## src/rtl/exc_pkg.sv

```systemverilog
package exc_pkg;
    localparam int XLEN      = 32;
    localparam int REG_ADDR_W = 5;

    localparam logic [REG_ADDR_W-1:0] REG_STATUS = 5'd12;
    localparam logic [REG_ADDR_W-1:0] REG_CAUSE  = 5'd13;
    localparam logic [REG_ADDR_W-1:0] REG_EPC    = 5'd14;

    localparam logic [4:0] CODE_SYSCALL = 5'd8;
    localparam logic [4:0] CODE_BREAK   = 5'd9;

    typedef enum logic {
        TRAP_SYSCALL = 1'b0,
        TRAP_BREAK   = 1'b1
    } trap_kind_e;

    typedef struct packed {
        logic [XLEN-1:0] status;
        logic [XLEN-1:0] cause;
        logic [XLEN-1:0] epc;
        logic            redir_valid;
        logic [XLEN-1:0] redir_vec;
    } exc_state_t;
endpackage

```

## src/rtl/exc_status_stack.sv

```systemverilog
module exc_status_stack #(
    parameter int LEVELS = 3
) (
    input  logic [exc_pkg::XLEN-1:0] status_in,
    input  logic                     push,
    input  logic                     pop,
    output logic [exc_pkg::XLEN-1:0] status_out
);
    localparam int SW = 2 * LEVELS;

    logic [SW-1:0] pushed;
    logic [SW-1:0] popped;

    for (genvar g = 0; g < LEVELS; g++) begin : g_pair
        if (g == 0) begin : g_low
            assign pushed[1:0] = 2'b00;
        end else begin : g_up
            assign pushed[2*g+1:2*g] = status_in[2*g-1:2*g-2];
        end
        if (g == LEVELS - 1) begin : g_top
            assign popped[2*g+1:2*g] = status_in[2*g+1:2*g];
        end else begin : g_down
            assign popped[2*g+1:2*g] = status_in[2*g+3:2*g+2];
        end
    end

    always_comb begin
        if (push) begin
            status_out = {status_in[exc_pkg::XLEN-1:SW], pushed};
        end else if (pop) begin
            status_out = {status_in[exc_pkg::XLEN-1:SW], popped};
        end else begin
            status_out = status_in;
        end
    end
endmodule

```

## src/rtl/exc_trap_record.sv

```systemverilog
module exc_trap_record (
    input  logic [exc_pkg::XLEN-1:0] cause_in,
    input  exc_pkg::trap_kind_e      kind,
    input  logic [exc_pkg::XLEN-1:0] pc,
    input  logic                     in_delay,
    output logic [exc_pkg::XLEN-1:0] cause_out,
    output logic [exc_pkg::XLEN-1:0] epc_out
);
    import exc_pkg::*;

    logic [4:0] code;

    always_comb begin
        code      = (kind == TRAP_BREAK) ? CODE_BREAK : CODE_SYSCALL;
        cause_out = {in_delay, cause_in[XLEN-2:7], code, cause_in[1:0]};
        epc_out   = in_delay ? (pc - XLEN'(4)) : pc;
    end
endmodule

```

## src/rtl/exc_vector_sel.sv

```systemverilog
module exc_vector_sel #(
    parameter int                        BEV_BIT = 22,
    parameter logic [exc_pkg::XLEN-1:0] VEC_RAM = 32'h8000_0080,
    parameter logic [exc_pkg::XLEN-1:0] VEC_ROM = 32'hBFC0_0180
) (
    input  logic [exc_pkg::XLEN-1:0] status,
    output logic [exc_pkg::XLEN-1:0] vector
);
    assign vector = status[BEV_BIT] ? VEC_ROM : VEC_RAM;
endmodule

```

## src/rtl/exc_status_unit.sv

```systemverilog
module exc_status_unit #(
    parameter int          LEVELS     = 3,
    parameter int          BEV_BIT    = 22,
    parameter logic [31:0] VEC_RAM    = 32'h8000_0080,
    parameter logic [31:0] VEC_ROM    = 32'hBFC0_0180,
    parameter logic [31:0] STATUS_RST = 32'h0040_0000
) (
    input  logic        clk,
    input  logic        rst_n,
    input  logic        trap_valid,
    input  logic        trap_kind,
    input  logic [31:0] trap_pc,
    input  logic        trap_in_delay,
    input  logic        rfe_valid,
    input  logic        cop_wr_en,
    input  logic [4:0]  cop_addr,
    input  logic [31:0] cop_wdata,
    output logic [31:0] cop_rdata,
    output logic        redirect_valid,
    output logic [31:0] redirect_vector,
    output logic        int_enable,
    output logic        user_mode
);
    import exc_pkg::*;

    exc_state_t state_d, state_q;

    logic [XLEN-1:0] status_next;
    logic [XLEN-1:0] cause_trap;
    logic [XLEN-1:0] epc_trap;
    logic [XLEN-1:0] vec_sel;
    logic [XLEN-1:0] status_cur;
    logic [XLEN-1:0] epc_cur;

    exc_status_stack #(.LEVELS(LEVELS)) u_stack (
        .status_in  (state_q.status),
        .push       (trap_valid),
        .pop        (rfe_valid & ~trap_valid),
        .status_out (status_next)
    );

    exc_trap_record u_record (
        .cause_in  (state_q.cause),
        .kind      (trap_kind_e'(trap_kind)),
        .pc        (trap_pc),
        .in_delay  (trap_in_delay),
        .cause_out (cause_trap),
        .epc_out   (epc_trap)
    );

    exc_vector_sel #(
        .BEV_BIT (BEV_BIT),
        .VEC_RAM (VEC_RAM),
        .VEC_ROM (VEC_ROM)
    ) u_vec (
        .status (state_q.status),
        .vector (vec_sel)
    );

    always_comb begin
        state_d             = state_q;
        state_d.redir_valid = 1'b0;
        if (trap_valid) begin
            state_d.status      = status_next;
            state_d.cause       = cause_trap;
            state_d.epc         = epc_trap;
            state_d.redir_valid = 1'b1;
            state_d.redir_vec   = vec_sel;
        end else if (rfe_valid) begin
            state_d.status = status_next;
        end else if (cop_wr_en) begin
            case (cop_addr)
                REG_STATUS: state_d.status = cop_wdata;
                REG_CAUSE:  state_d.cause  = cop_wdata;
                REG_EPC:    state_d.epc    = cop_wdata;
                default:    ;
            endcase
        end
    end

    always_ff @(posedge clk or negedge rst_n) begin
        if (!rst_n) begin
            state_q.status      <= STATUS_RST;
            state_q.cause       <= '0;
            state_q.epc         <= '0;
            state_q.redir_valid <= 1'b0;
            state_q.redir_vec   <= '0;
        end else begin
            state_q <= state_d;
        end
    end

    always_comb begin
        case (cop_addr)
            REG_STATUS: cop_rdata = state_q.status;
            REG_CAUSE:  cop_rdata = state_q.cause;
            REG_EPC:    cop_rdata = state_q.epc;
            default:    cop_rdata = '0;
        endcase
    end

    assign status_cur      = state_q.status;
    assign epc_cur         = state_q.epc;
    assign redirect_valid  = state_q.redir_valid;
    assign redirect_vector = state_q.redir_vec;
    assign int_enable      = state_q.status[0];
    assign user_mode       = state_q.status[1];
endmodule

```

## config.mk

```make
export PLATFORM = sky130hd
export DESIGN_NAME = exc_status_unit
export DESIGN_NICKNAME = d
export VERILOG_FILES = /design/src/rtl/exc_pkg.sv /design/src/rtl/exc_status_stack.sv /design/src/rtl/exc_trap_record.sv /design/src/rtl/exc_vector_sel.sv /design/src/rtl/exc_status_unit.sv
export SDC_FILE = /design/constraint.sdc
export NUM_CORES = 1
export LEC_CHECK = 0
export BUFFER_PORTS_ARGS = -buffer_cell sky130_fd_sc_hd__buf_4
export CELL_PAD_IN_SITES_DETAIL_PLACEMENT = 0
export CELL_PAD_IN_SITES_GLOBAL_PLACEMENT = 1
export CORE_MARGIN = 4
export CORE_UTILIZATION = 40
export DETAILED_ROUTE_END_ITERATION = 6
export PLACE_DENSITY_LB_ADDON = 0.1
export SYNTH_ARGS = -nofsm -noshare
export SYNTH_HDL_FRONTEND = slang
export SYNTH_HIERARCHICAL = 1
export SYNTH_SLANG_ARGS = --single-unit
```

## constraint.sdc

```tcl
create_clock -name clk -period 1.2 [get_ports clk]
set_input_delay 0.06 -clock clk [delete_from_list [all_inputs] [get_ports clk]]
set_output_delay 0.06 -clock clk [all_outputs]
set_load 0.01 [all_outputs]
```

* Word-level counts from Yosys, hierarchy flattened
Cells that the tools add are included.
** Operators by class
- Muxes and demuxes :: 14
- Add/subtract/negate cells :: 1
- Bitwise operators :: 3
- Equal/unequal tests :: 4
- Reductions and logical operators :: 9
** Operators with widths (number)
- 96-bit 2-to-1 mux :: 2
- 32-bit 2-to-1 mux :: 5
- 32-bit case mux with 3 select lines :: 1
- 64-bit 2-to-1 mux :: 1
- 33-bit 2-to-1 mux :: 1
- 32-bit by 3-bit subtractor with 32-bit output, second input constant :: 1
- 30-bit 2-to-1 mux :: 1
- 5-bit by 4-bit == test with 1-bit output, second input constant :: 3
- 6-bit 2-to-1 mux :: 1
- 3-bit AND reduction :: 2
- 2-bit nonzero test :: 3
- 3-bit nonzero test :: 2
- 4-bit 2-to-1 mux :: 1
- 4-bit AND reduction :: 1
- 2-bit != test, second input constant :: 1
- 1-bit NOT :: 2
- 2-bit AND reduction :: 1
- 1-bit bitwise AND :: 1
- 1-bit 2-to-1 mux :: 1
** Storage, ports and cells
- Bits in registers :: 129
- Output and inout port bits :: 67
- Logic and storage cells :: 37

* Depth between registers and ports, before layout
Gate-level depths: netlist of the first run.
- Depth after elaboration :: 6
- Gate-level depth with buffers :: 9

* Modules after synthesis
Netlist of the first run, hierarchy kept.
** Modules (own cells, without submodules)
- exc_status_unit :: times used 1, seq. area each 3229.3 um^2, cells an instance 776, area each 7233.2 um^2
- exc_trap_record :: times used 1, seq. area each 0.0 um^2, cells an instance 124, area each 934.6 um^2
- exc_status_stack :: times used 1, seq. area each 0.0 um^2, cells an instance 40, area each 309.0 um^2
- exc_vector_sel :: times used 1, seq. area each 0.0 um^2, cells an instance 34, area each 247.7 um^2

* Worst setup path after synthesis of the first run
No wires, ideal clock.
- Path kind :: in2reg
- From :: input port trap_pc[8]
- To :: register state_q (netlist bit epc_cur[13])
- Setup time :: 126 ps
- Stages on the path :: 5
- Path slack :: -337 ps
- Path buffers :: 0
- Arrival time :: 1411 ps
- Cells stage by stage :: nor4_4 -> nand3_1 -> or3_1 -> xnor2_1 -> a221o_1
** Between the ends
- Longest elaborated chain between the ends :: 3
** Ends and longest elaborated chain
- start, declared :: RTL line exc_status_unit.sv:12 : input logic [31:0] trap_pc,
- 32-bit by 3-bit subtractor with 32-bit output :: RTL line exc_trap_record.sv:16 : epc_out = in_delay ? (pc - XLEN'(4)) : pc;
- 32-bit 2-to-1 mux :: RTL line exc_trap_record.sv:16
- via epc_trap[13] :: RTL line exc_status_unit.sv:30 : logic [XLEN-1:0] epc_trap;
- 96-bit 2-to-1 mux :: RTL line exc_status_unit.sv:63 : if (trap_valid) begin
- end signal, assigned :: RTL line exc_status_unit.sv:89 : state_q <= state_d;
- end, declared :: RTL line exc_status_unit.sv:26 : exc_state_t state_d, state_q;
The timed path passes the listed nets, and every way through them passes these cells.
A chain may end at the register's enable or synchronous reset.

* Worst setup path after layout of the first run
- From :: register, netlist name status_cur[5]
- To :: output port cop_rdata[5]
** Between the ends
- Longest elaborated chain between the ends :: 1
** Ends and longest elaborated chain
- 32-bit case mux with 3 select lines :: RTL line exc_status_unit.sv:94 : case (cop_addr)
- end, declared :: RTL line exc_status_unit.sv:18 : output logic [31:0] cop_rdata,
Every way passes these cells.

==> flow_summary_export.csv, run 1 <==
group,metric,value,unit
timing,hold_ws,0.02099,ns
synth,synth_edf_count,0,
timing,fin_setup_tns,-6.465,ns
worst_hold_path,hold_start,"trap_pc[13]",
critical_path,cp-start-kind,"flip-flop",
pwr,irDropWorstVdd,0.9263,mV
synth,netlist_instances,974,
layout,nets,1180,
layout,n_antenna_cell,0,
critical_path,endpoint,"cop_rdata[5]",
floorplan,io_pins,143,
clock_network,cts_tree,"built",
floorplan,core,21220,sq um
timing,rsz0062_at_grt,"true",
routing,initialDrtViolationCount,510,
placed_design,hpwlAfterDp,17910,um
synth,synth_top_area_share,36.71,%
timing,finalHoldViolations,0,
critical_path,critPathMaxFanout,2,
clock_network,cts-root-buf,"clkbuf_16",
clock_network,numCtsBuffers,17,
synth,yosysSeqAreaShare,37.01,%
floorplan,dieHeight,155.7,um
timing,finalSetupViolCount,41,
routing,routedWlPerCell,19.31,um
layout,regArea,3232,sq um
critical_path,r2r_start,"status_cur[2]",
run_status,status,"complete, but fails checks",
synth,netlist_top_cells_count,"128 x dfrtp_1, 125 x buf_4, 106 x nand2_1, 80 x clkbuf_1, 66 x nor2b_1",
layout,fill_cells,1928,
critical_path,r2r-end,"status_cur[4]",
synth,yosys.area.top_type,"dfrtp_1",
synth,synthArstFlopShare,100.0,%
global_routing,grt_pass1_wl,43080,um
timing,skew,0.007077,ns
routing,vias,7588,
critical_path,crit_type,"reg -> out",
run_status,violations,"setup timing",
routing,firstDrtPassIters,5,
job,drv_cap,0,
critical_path,r2r_slack,0.03,ns
timing,fmax,679.9,MHz
timing,slew_violations,0,
floorplan,die-area,24240,sq um
global_routing,grt_overflow_total,0,
synth,synth_area_leaders,"dfrtp_1 37%, buf_4 11%, o211ai_1 5.5%",
clock_network,clockBufferDepth,2,
worst_hold_path,hold_path.class,"in -> reg",
clock_network,cts_sinks,129,
critical_path,startpoint,"status_cur[5]",
routing,viasPerCell,5.455,
synth,syn-cell-area,8725,sq um
synth,yosys_most_used_dff,"dfrtp_1",
placed_design,io_buffers,142,
timing,finalCriticalPeriod,1.471,ns
synth,ys.warnings.count,6,
layout,fin_util,55.81,%
clock_network,clkTransAtPathRegs,0.06,ns
layout,multi_input_comb_area,4742,sq um
timing,finalCritPeriodShare,122.6,%
clock_network,clk_latency,0.42,ns
routing,ant_nets,0,
critical_path,crit_arrival,1.41,ns
placed_design,gp_congestion,0.7891,
global_routing,grt_pass1_vias,7666,
pwr,powerDensity,1195,nW/um^2
clock_network,htreeDepth,4,
layout,drive_gt1_share,36.56,%
critical_path,r2r_cells,5,
global_routing,grt.total_usage,22.25,%
global_routing,antenna_found_initial,0,
synth,yosysMostFrequentCell,"dfrtp_1",
critical_path,cp.required,1.14,ns
critical_path,crit_path_end_kind,"primary output",
synth,syn_area_per_cell,8.958,sq um
layout,syn_to_final_growth,35.74,%
routing,drt-total-wl,26860,um
synth,yosys_register_bits,129,
synth,synth_cell_types,48,
floorplan,die_x,155.7,um
routing,post-route-drc-count,0,
floorplan,rows,53,
floorplan,initial_core_util,41.11,%
pwr,p_leak,5.079,nW
global_routing,grt_max_degree,56,
timing,setup_ws,-0.2707,ns
==> kinds of logic after synthesis <==
kind of cell | Yosys count | synth area share [%]
and+or+nand+nor | 264 | 16.89
AOI/OAI and AO/OA | 260 | 21.38
buffers and inverters | 251 | 16.75
DFF | 129 | 37.01
muxes | 38 | 4.933
xor gates and xnor gates | 27 | 2.710
other | 4 | 0.1720
adders and majority gates | 1 | 0.1434
==> cell usage in the layout, fill, tap and decap left out, types with 11 or more instances in the layout <==
master         instances
inv_1                 32
a221oi_2              27
dfrtp_1              126
conb_1                27
xor2_1                21
clkbuf_16             17
buf_6                 21
nand2_1              102
nor4_1                31
o211ai_1              64
a21oi_2               31
buf_4                222
a41oi_1               32
mux2_1                32
o21ai_0               32
nor2b_1               65
a21oi_1               34
a221o_1               32
nor2_1                11
buf_12                21
dlygate4sd3_1         37
==> worst max-delay path, cell delays in order, from the launching register on <==
cell and delay [ns]:
dfrtp_1 0.39, a221oi_2 0.28, buf_4 0.16, a21oi_2 0.03, buf_4 0.14
==> state kept, by name (all words and copies together) (netlist names) <==
name	count
epc_cur	32
status_cur	32
state_q	32
redirect_valid	1
redirect_vector	32
==> through the flow <==
stage	setup WS [ns]	area, sq um	power [mW]	std cells
after floorplan	-0.3373	8979	7.385	997
after global placement	-0.6755	10030	7.933	1296
after detailed placement	-0.7362	10030	7.984	1296
after CTS	-0.3068	11560	14.19	1382
after global routing	-0.3340	11840	14.80	1391
final	-0.2707	11840	14.15	1391
==> routing by layer <==
layer	vias up	wire length, um	GRT usage, %
met5	-	0	0
met4	0	282	4.460
met3	20	1149	3.689
met2	175	13140	37.22
met1	3766	12290	30.68
li1	3627	-	-
==> what timing repair did <==
| action | 4_1_cts | 5_1_grt |
|---|---|---|
| setup buffers | 17 | 11 |
| resized for setup | 67 | 40 |
| gates cloned | 0 | 0 |
| endpoints found under the hold margin | 168 | 0 |
| hold buffers | 37 | 0 |
| pin swaps | 30 | 39 |
| endpoints found under the setup margin | 53 | 54 |
==> power by group <==
group	switching (mW)	total [mW]	leakage [nW]	internal (mW)
logic	1.44	2.92	3.22	1.48
clock network	2.15	5.88	0.312	3.73
registers	0.411	5.35	1.55	4.94
==> how the worst min path moves through the flow <==
stage	cells past startpoint	endpoint	slack, ns
after floorplan	0	epc_cur[0]	-0.24
after global placement	1	redirect_vector[4]	-0.04
after detailed placement	1	redirect_vector[3]	-0.04
after CTS	3	epc_cur[13]	0.01
after global routing	3	epc_cur[13]	0.02
final	3	epc_cur[13]	0.02
==> area by class of cell <==
type,count,area share [%]
Clock buffer,18,3.624
Multi-Input combinational cell,617,40.04
Clock inverter,14,1.912
Timing Repair Buffer,304,23.13
Inverter,34,1.099
Sequential cell,129,27.29
Tap cell,275,2.905
Power figures use the tool's default switching activity.
==> run 2: changes to the inputs <==
GPL_TIMING_DRIVEN = 0   (was unset)
==> flow_summary_export.csv, run 2 (same netlist as run 1, synthesis figures left out) <==
group,metric,value,unit
run_status,status,"complete, but fails checks",
run_status,violations,"setup timing",
clock_network,clk_latency,0.43,ns
layout,final_cell_mix,"283 x buf_4, 124 x dfrtp_1, 103 x nand2_1",
layout,fill_cells,1913,
routing,vias,8343,
pwr,p_leak,5.573,nW
layout,nets,1313,
layout,fin_util,59.46,%
worst_hold_path,min_to,"epc_cur[8]",
placed_design,io_buffers,138,
floorplan,die-area,24240,sq um
routing,viasPerCell,5.474,
clock_network,cts_sinks,129,
placed_design,gp_congestion,0.8440,
global_routing,grt_pass1_vias,8261,
timing,tightest_slew,0.9306,ns
layout,layout_commonest_cell,"buf_4",
layout,regArea,3234,sq um
timing,setup_ws,-0.2829,ns
clock_network,cts-root-buf,"clkbuf_16",
clock_network,cts_tree,"built",
critical_path,crit_path_end_kind,"primary output",
routing,firstDrtPassIters,5,
global_routing,grt_overflow_total,0,
routing,ant_nets,0,
critical_path,cp-start-kind,"flip-flop",
routing,drt-total-wl,31260,um
layout,drive_gt1_share,40.51,%
global_routing,grt.total_usage,25.52,%
floorplan,dieHeight,155.7,um
floorplan,die_x,155.7,um
placed_design,hpwlAfterDp,21240,um
critical_path,critical-path-max-stage-delay,0.41,ns
timing,slew_headroom,37.96,%
critical_path,crit_arrival,1.42,ns
floorplan,initial_core_util,41.11,%
floorplan,core,21220,sq um
routing,post-route-drc-count,0,
timing,finalHoldViolations,0,
global_routing,grt_pass1_wl,47860,um
floorplan,io_pins,143,
critical_path,crit_type,"reg -> out",
layout,syn_to_final_growth,44.63,%
timing,finalCriticalPeriod,1.483,ns
worst_hold_path,hold_path.class,"in -> reg",
timing,finalCritPeriodShare,123.6,%
pwr,irDropWorstVdd,1.118,mV
clock_network,htreeDepth,4,
clock_network,numCtsBuffers,17,
critical_path,crit_path_cell_trace,"a221oi_2 -> a21oi_2 -> buf_4",
global_routing,antenna_found_initial,0,
critical_path,r2r_start,"status_cur[4]",
critical_path,r2r_cells,4,
critical_path,r2r_slack,0.09,ns
timing,rsz0062_at_grt,"true",
clock_network,clkTransAtPathRegs,0.06,ns
clock_network,clockBufferDepth,2,
worst_hold_path,hold_start,"trap_pc[7]",
critical_path,critPathSlowestCell,"dfrtp_1",
timing,fmax,674.4,MHz
timing,fin_setup_tns,-7.996,ns
routing,routedWlPerCell,20.51,um
timing,slew_violations,0,
worst_hold_path,holdPathStages,4,
critical_path,cp.required,1.14,ns
pwr,powerDensity,1144,nW/um^2
layout,multi_input_comb_area,4803,sq um
layout,n_antenna_cell,0,
floorplan,rows,53,
routing,initialDrtViolationCount,693,
timing,skew,0.004655,ns
timing,finalSetupViolCount,48,
critical_path,path_buf_inv,1,
critical_path,r2r-end,"status_cur[4]",
job,drv_cap,0,
critical_path,critPathTopFamily,"compound AO/OA/AOI/OAI gates",
critical_path,critPathMaxFanout,2,
global_routing,grt_max_degree,74,
-- run 2: metal layers --
layer	share of wire (%)	GRT usage, %	vias up
met5	0	0	-
met4	3.1	9.837	0
met3	6.6	4.189	62
met2	47	40.49	337
met1	43	35.09	4051
li1	-	-	3893
-- run 2: layout make-up --
| type | count | share of cell area, % |
|---|---|---|
| buffer | 214 | 12.18 |
| timing repair buffer | 223 | 15.66 |
| tap | 275 | 2.727 |
| clock inverter | 14 | 1.210 |
| multi-input combinational | 617 | 38.07 |
| sequential | 129 | 25.63 |
| clock buffer | 18 | 3.480 |
| inverter | 34 | 1.051 |
-- run 2: power breakdown --
part	internal [mW]	leakage (nW)	total (mW)	switching, mW
registers	4.93	1.55	5.37	0.438
logic	2.03	3.75	3.69	1.67
clock network	3.14	0.280	5.37	2.23
-- run 2: worst min-delay path: cells and delay by family --
kind / cells / cell delay [ns]
simple gates: 1 / 0.05
compound gates: 2 / 0.21
buf+inv: 1 / 0.09
-- run 2: timing repair --
action	in CTS	in global routing
gates resized for setup	131	67
pin swaps	45	42
hold buffers	40	0
cloned	0	1
setup endpoints to repair	135	115
hold endpoints to repair	95	0
buffers inserted	30	15
-- run 2: worst max path at each step --
stage	from	end	slack, ns	depth (start not counted)
after detailed placement	trap_pc[8]	epc_cur[18]	-0.85	6
after floorplan	trap_pc[8]	epc_cur[13]	-0.34	5
after global placement	trap_pc[8]	epc_cur[18]	-0.86	6
after CTS	status_cur[18]	cop_rdata[18]	-0.29	3
after global routing	status_cur[29]	cop_rdata[29]	-0.33	3
final	status_cur[30]	cop_rdata[30]	-0.28	3
-- run 2: metrics by stage --
step	cells	cell area (sq um)	power (mW)	setup WS [ns]	hold WS (ns)
after CTS	1511	12230	14.33	-0.2864	0.006475
after floorplan	997	8979	7.385	-0.3373	-0.2356
final	1524	12620	14.43	-0.2829	0.01726
after global placement	1410	10360	8.567	-0.8584	0.2120
after detailed placement	1411	10390	8.634	-0.8489	0.07541
after global routing	1524	12620	15.07	-0.3345	0.01885
